`config.mk`:
```
export PLATFORM = sky130hd
export DESIGN_NAME = tbu_branch3
export DESIGN_NICKNAME = d
export VERILOG_FILES = /design/src/rtl/tbu_pkg.sv /design/src/rtl/tbu_cmp.sv /design/src/rtl/tbu_unpack.sv /design/src/rtl/tbu_lo_add.sv /design/src/rtl/tbu_hi_sel.sv /design/src/rtl/tbu_branch3.sv
export SDC_FILE = /design/constraint.sdc
export NUM_CORES = 1
export LEC_CHECK = 0
export ABC_AREA = 0
export BUFFER_PORTS_ARGS = -buffer_cell sky130_fd_sc_hd__clkbuf_2
export CELL_PAD_IN_SITES_DETAIL_PLACEMENT = 0
export CELL_PAD_IN_SITES_GLOBAL_PLACEMENT = 2
export CORE_MARGIN = 4
export CORE_UTILIZATION = 34
export CTS_BUF_LIST = sky130_fd_sc_hd__clkbuf_4 sky130_fd_sc_hd__clkbuf_8
export DETAILED_ROUTE_END_ITERATION = 16
export PLACE_DENSITY = 0.95
export SLEW_MARGIN = 20
export SYNTH_ARGS = -nofsm -noshare
export SYNTH_HDL_FRONTEND = slang
export SYNTH_SLANG_ARGS = --single-unit
export TNS_END_PERCENT = 20
```
`constraint.sdc`:
```
create_clock -name clk -period 1.7 [get_ports clk]
set_input_delay 0.17 -clock clk [delete_from_list [all_inputs] [get_ports clk]]
set_output_delay 0.17 -clock clk [all_outputs]
set_load 0.02 [all_outputs]
```
`src/rtl/tbu_pkg.sv`:
```
package tbu_pkg;
  localparam int unsigned TBU_PC_W    = 48;
  localparam int unsigned TBU_LO_W    = 16;
  localparam int unsigned TBU_DATA_W  = 64;
  localparam int unsigned TBU_IMM_W   = 33;
  localparam int unsigned TBU_D3_W    = 11;
  localparam int unsigned TBU_D2_W    = 16;
  localparam int unsigned TBU_FALL_B  = 8;
  localparam int unsigned TBU_NCAND   = 3;

  typedef enum logic [1:0] {
    CMP_LT = 2'd0,
    CMP_EQ = 2'd1,
    CMP_GT = 2'd2
  } cmp_e;

  typedef enum logic {
    MODE_TRI = 1'b0,
    MODE_DUO = 1'b1
  } mode_e;
endpackage

```
`src/rtl/tbu_cmp.sv`:
```
module tbu_cmp #(
  parameter int unsigned DATA_W = 64
) (
  input  logic [DATA_W-1:0] opa,
  input  logic [DATA_W-1:0] opb,
  output logic              lt,
  output logic              eq,
  output logic              gt
);
  // One extra bit keeps the sign of the difference exact for any operand pair.
  logic [DATA_W:0] diff;
  logic            flag_s;
  logic            flag_z;

  always_comb begin
    diff   = {opa[DATA_W-1], opa} - {opb[DATA_W-1], opb};
    flag_s = diff[DATA_W];
    flag_z = (diff == '0);
    lt     = flag_s;
    eq     = flag_z;
    gt     = !flag_s && !flag_z;
  end
endmodule

```
`src/rtl/tbu_unpack.sv`:
```
module tbu_unpack #(
  parameter int unsigned IMM_W  = 33,
  parameter int unsigned D3_W   = 11,
  parameter int unsigned D2_W   = 16,
  parameter int unsigned SUM_W  = 17,
  parameter int unsigned FALL_B = 8
) (
  input  logic             mode,
  input  logic [IMM_W-1:0] imm,
  output logic [SUM_W-1:0] d_lt,
  output logic [SUM_W-1:0] d_eq,
  output logic [SUM_W-1:0] d_gt
);
  localparam int unsigned X3 = SUM_W - D3_W;
  localparam int unsigned X2 = SUM_W - D2_W;

  logic [D3_W-1:0] f3_lt, f3_eq, f3_gt;
  logic [D2_W-1:0] f2_lo, f2_hi;

  always_comb begin
    f3_lt = imm[D3_W-1:0];
    f3_eq = imm[2*D3_W-1:D3_W];
    f3_gt = imm[3*D3_W-1:2*D3_W];
    f2_lo = imm[D2_W-1:0];
    f2_hi = imm[2*D2_W-1:D2_W];
    if (mode == tbu_pkg::MODE_DUO) begin
      d_lt = {{X2{f2_lo[D2_W-1]}}, f2_lo};
      d_eq = SUM_W'(FALL_B);
      d_gt = {{X2{f2_hi[D2_W-1]}}, f2_hi};
    end else begin
      d_lt = {{X3{f3_lt[D3_W-1]}}, f3_lt};
      d_eq = {{X3{f3_eq[D3_W-1]}}, f3_eq};
      d_gt = {{X3{f3_gt[D3_W-1]}}, f3_gt};
    end
  end
endmodule

```
`src/rtl/tbu_lo_add.sv`:
```
module tbu_lo_add #(
  parameter int unsigned LO_W = 16
) (
  input  logic [LO_W-1:0] pc_lo,
  input  logic [LO_W:0]   disp,
  output logic [LO_W-1:0] sum_lo,
  output logic [1:0]      adj
);
  // Two guard bits: the top pair reads 00 = none, 01 = carry, 11 = borrow.
  logic [LO_W+1:0] sum;

  always_comb begin
    sum    = {2'b00, pc_lo} + {disp[LO_W], disp};
    sum_lo = sum[LO_W-1:0];
    adj    = sum[LO_W+1:LO_W];
  end
endmodule

```
`src/rtl/tbu_hi_sel.sv`:
```
module tbu_hi_sel #(
  parameter int unsigned HI_W = 32
) (
  input  logic [HI_W-1:0] hi,
  input  logic [1:0]      adj,
  output logic [HI_W-1:0] hi_out
);
  logic [HI_W-1:0] hi_inc;
  logic [HI_W-1:0] hi_dec;

  always_comb begin
    hi_inc = hi + HI_W'(1);
    hi_dec = hi - HI_W'(1);
    unique case (adj)
      2'b01:   hi_out = hi_inc;
      2'b11:   hi_out = hi_dec;
      default: hi_out = hi;
    endcase
  end
endmodule

```
`src/rtl/tbu_branch3.sv`:
```
module tbu_branch3 #(
  parameter int unsigned PC_W   = tbu_pkg::TBU_PC_W,
  parameter int unsigned LO_W   = tbu_pkg::TBU_LO_W,
  parameter int unsigned DATA_W = tbu_pkg::TBU_DATA_W,
  parameter int unsigned IMM_W  = tbu_pkg::TBU_IMM_W,
  parameter int unsigned D3_W   = tbu_pkg::TBU_D3_W,
  parameter int unsigned D2_W   = tbu_pkg::TBU_D2_W,
  parameter int unsigned FALL_B = tbu_pkg::TBU_FALL_B
) (
  input  logic              clk,
  input  logic              rst_n,
  input  logic              in_valid,
  input  logic              mode,
  input  logic [PC_W-1:0]   pc,
  input  logic [IMM_W-1:0]  imm,
  input  logic [DATA_W-1:0] opa,
  input  logic [DATA_W-1:0] opb,
  output logic              out_valid,
  output logic [PC_W-1:0]   next_pc,
  output logic              taken
);
  import tbu_pkg::*;

  localparam int unsigned HI_W  = PC_W - LO_W;
  localparam int unsigned SUM_W = LO_W + 1;
  localparam int unsigned NC    = TBU_NCAND;

  logic             c_lt, c_eq, c_gt;
  cmp_e             outcome;
  logic [SUM_W-1:0] disp_v [NC];
  logic [LO_W-1:0]  cand_lo [NC];
  logic [1:0]       cand_adj [NC];
  logic [LO_W-1:0]  sel_lo;
  logic [1:0]       sel_adj;
  logic [HI_W-1:0]  sel_hi;
  logic [PC_W-1:0]  target;
  logic             take_nxt;

  logic             valid_d, valid_q;
  logic [PC_W-1:0]  pc_d, pc_q;
  logic             taken_d, taken_q;

  tbu_cmp #(.DATA_W(DATA_W)) u_cmp (
    .opa (opa),
    .opb (opb),
    .lt  (c_lt),
    .eq  (c_eq),
    .gt  (c_gt)
  );

  tbu_unpack #(
    .IMM_W (IMM_W),
    .D3_W  (D3_W),
    .D2_W  (D2_W),
    .SUM_W (SUM_W),
    .FALL_B(FALL_B)
  ) u_unpack (
    .mode (mode),
    .imm  (imm),
    .d_lt (disp_v[CMP_LT]),
    .d_eq (disp_v[CMP_EQ]),
    .d_gt (disp_v[CMP_GT])
  );

  for (genvar g = 0; g < NC; g++) begin : g_cand
    tbu_lo_add #(.LO_W(LO_W)) u_lo (
      .pc_lo  (pc[LO_W-1:0]),
      .disp   (disp_v[g]),
      .sum_lo (cand_lo[g]),
      .adj    (cand_adj[g])
    );
  end

  always_comb begin
    if (c_lt)      outcome = CMP_LT;
    else if (c_eq) outcome = CMP_EQ;
    else           outcome = CMP_GT;
    sel_lo   = cand_lo[outcome];
    sel_adj  = cand_adj[outcome];
    take_nxt = !((mode == MODE_DUO) && (outcome == CMP_EQ));
  end

  tbu_hi_sel #(.HI_W(HI_W)) u_hi (
    .hi     (pc[PC_W-1:LO_W]),
    .adj    (sel_adj),
    .hi_out (sel_hi)
  );

  assign target = {sel_hi, sel_lo};

  always_comb begin
    valid_d = in_valid;
    pc_d    = pc_q;
    taken_d = taken_q;
    if (in_valid) begin
      pc_d    = target;
      taken_d = take_nxt;
    end
  end

  always_ff @(posedge clk or negedge rst_n) begin
    if (!rst_n) begin
      valid_q <= 1'b0;
      pc_q    <= '0;
      taken_q <= 1'b0;
    end else begin
      valid_q <= valid_d;
      pc_q    <= pc_d;
      taken_q <= taken_d;
    end
  end

  assign out_valid = valid_q;
  assign next_pc   = pc_q;
  assign taken     = taken_q;

  p_valid_follow_r2: assert property (@(posedge clk) disable iff (!rst_n)
    in_valid |=> out_valid);
  p_idle_r2: assert property (@(posedge clk) disable iff (!rst_n)
    !in_valid |=> !out_valid);
  p_hold_r10: assert property (@(posedge clk) disable iff (!rst_n)
    !in_valid |=> ($stable(next_pc) && $stable(taken)));
  p_one_outcome_r4: assert property (@(posedge clk) disable iff (!rst_n)
    in_valid |-> ($countones({c_lt, c_eq, c_gt}) == 1));
  p_adj_range_r9: assert property (@(posedge clk) disable iff (!rst_n)
    in_valid |-> (sel_adj != 2'b10));
  p_tri_taken_r5: assert property (@(posedge clk) disable iff (!rst_n)
    (in_valid && mode == MODE_TRI) |=> taken);
  p_fall_r7: assert property (@(posedge clk) disable iff (!rst_n)
    (in_valid && mode == MODE_DUO && opa == opb) |=>
      (!taken && next_pc == $past(pc) + PC_W'(FALL_B)));
endmodule

```
==> impl_metrics.tcl <==
set metrics [dict create \
    status "complete, but fails checks" \
    failed_checks "negative setup slack" \
    seq_area_frac_synth_pct 11.3 \
    syn-instance-count 1485 \
    rsz0062_at_grt "yes" \
    path_class "in -> reg" \
    drt_iter0_drc 626 \
    finalWirelength_um 41400 \
    portBuffers 262 \
    pre_cts_slack_ps -6640 \
    drt_first_pass_iters 5 \
    critPathMostFrequentCell "or4_4" \
    cts_sinks 50 \
    cp_data_arrival_time_ps 7960 \
    slowest_stage "or4_4" \
    final_antenna_net_count 0 \
    cts_tree "built" \
    dp_hpwl_um 35200 \
    fin_ws_ps -6040 \
    die_h_um 188 \
    routabilityCongestion 0.983 \
    clkLatencyLatePin_ps 310 \
    fmax_mhz 129 \
    grt_max_degree 64 \
    cts_buffers 5 \
    synth_area_leaders "ha_1 16%, dfrtp_1 11%, a21oi_1 7.4%" \
    remaining_drc_errors 0 \
    htreeDepth 2 \
    vias 13462 \
    rows 65 \
    clkTransAtPathRegs_ps 100 \
    period_share_pct 456 \
    cts-root-buf "clkbuf_8" \
    p_leak_nw 8.89 \
    vdd_drop_max_v 0.000479 \
    finalHoldViolCount 0 \
    syn_avg_cell_area_um2 7.45 \
    core_um2 31800 \
    fin_skew_ps 0 \
    ys_seq_elements 50 \
    viasPerCell 5.10 \
    grt_pass1_wl_um 65500 \
    relSlewSlack_pct 60.1 \
    synthArstFlopShare_pct 100 \
    wl_per_cell_um 15.7 \
    endpoint_kind "register" \
    synthesis.area_um2 11100 \
    period_minus_slack_ps 7740 \
    die_w_um 188 \
    syn_to_final_growth_pct 57.0 \
    yosys_warnings 0 \
    p_per_area_nw_per_um2 727 \
    cp_max_fo 5 \
    synthDominantCellAreaShare_pct 16.4 \
    setup_viol 49 \
    start_util_pct 34.8 \
    synth_nets 1847 \
    ios 263 \
    synth-edff-count 0 \
    grt_usage_pct 21.9 \
    synthTopCellsByCount "164 x a21oi_1, 145 x ha_1, 129 x nor2_1" \
    grt_pass1_vias 13527 \
    final_max_slew_viol_count 0 \
    cp.required_ps 1910 \
    yosysMostFrequentCell "a21oi_1" \
    holdWs_ps 239 \
    drive_above_1_share_pct 44.6 \
    ys.flop_type "dfrtp_1" \
    nets 2567 \
    worst_pin_slew_ps 599 \
    drv_cap 0 \
    clockBufferDepth 2 \
    grt_overflow 0 \
    slowest_delay_ps 520 \
    hp-class "in -> reg" \
    synth_top_cell_by_area "ha_1" \
    synth_cell_types 68 \
    die_area_um2 35500 \
    worstSetupStartpointType "primary input" \
    antenna_found_initial 1 \
]
-- layout by cell type (no fill, tap or decap), drive strengths merged, types with 15 or more instances in the layout --
| cell type | count |
|---|---|
| buf | 499 |
| clkbuf | 266 |
| a21oi | 164 |
| ha | 145 |
| nor2 | 129 |
| nand2 | 123 |
| inv | 111 |
| o21ai | 88 |
| mux2 | 78 |
| xnor2 | 65 |
| dfrtp | 50 |
| nor3 | 40 |
| xor2 | 38 |
| a21o | 32 |
| o21a | 29 |
| nor2b | 29 |
| nand3 | 28 |
| nand4 | 25 |
| nand2b | 23 |
| o21bai | 19 |
| mux2i | 18 |
| or2 | 15 |
-- flip-flops by register name, indices dropped and copies added, names as in the netlist --
register	count
next_pc	48
out_valid	1
taken	1
-- stage by stage --
step / instance area, um^2 / power [mW] / instances / setup TNS (ps) / utilization, %
final: 17400 / 12.6 / 2642 / -210120 / 54.6
after global routing: 17400 / 13.6 / 2642 / -220580 / 54.6
after CTS: 17100 / 12.3 / 2632 / -208440 / 53.9
after detailed placement: 16500 / 11.1 / 2606 / -237540 / 52.0
after global placement: 16500 / 10.9 / 2606 / -228140 / 52.0
after floorplan: 11400 / 7.37 / 1485 / -207370 / -
-- layer usage --
| metal | track usage (%) | share of wire (%) | vias to the layer above |
|---|---|---|---|
| met3 | 2.83 | 5.3 | 63 |
| met2 | 38.0 | 47 | 361 |
| met5 | 0 | 0 | - |
| li1 | - | - | 6825 |
| met1 | 29.0 | 45 | 6213 |
| met4 | 4.96 | 2.4 | 0 |
-- worst paths after layout --
kind                             startpoint  depth (start not counted)     endpoint  slack (ps)
min in group asynchronous             rst_n                          2   next_pc[1]         330
worst max register to register  next_pc[45]                          1  next_pc[45]         880
max in group asynchronous             rst_n                          3  next_pc[27]         900
worst max-delay path                opb[39]                         37  next_pc[46]       -6040
worst min register to register   next_pc[0]                          1   next_pc[0]         520
worst min-delay path                 pc[19]                          3  next_pc[19]         240
-- report_power, final --
part	total, mW	switching, mW	leakage (nW)	internal [mW]
clock network	0.733	0.443	0.0441	0.291
registers	1.93	0.304	0.576	1.63
logic	9.97	4.83	8.27	5.14
total	12.6	5.58	8.89	7.06
-- area by class of cell --
cell class,count,area [um^2]
clock buffers,5,68.8
clock inverters,3,21.3
diodes,1,2.50
flip-flops and latches,50,1250
repair buffers,761,5170
inverters,112,437
repair inverters,1,7.51
fillers,2995,14400
multi-input cells,1274,9870
well taps,435,544
-- critical path: cells and delay by family --
family	cells	cell delay [ps]
fa+ha+maj	2	470
simple gates	15	3940
xor+xnor	1	70
buf+inv	4	470
mux	2	510
compound gates	13	2290
-- cells by family after synthesis --
family          after synthesis  share of synthesized area, %
mux                          96                          11.3
buf+inv                     161                          5.76
simple gates                485                          21.6
fa+ha+maj                   149                          17.1
xor+xnor                    103                          8.15
flops                        50                          11.3
compound gates              441                          24.8
-- timing repair --
item                       CTS  global route
gates cloned                 1             0
hold endpoints to repair    14             0
gates resized for setup     76            45
hold buffers                 1             0
pin swaps                   42            29
buffers inserted            18            10
setup endpoints to repair   49            49
Note: power is estimated with default switching activity, not from simulation.
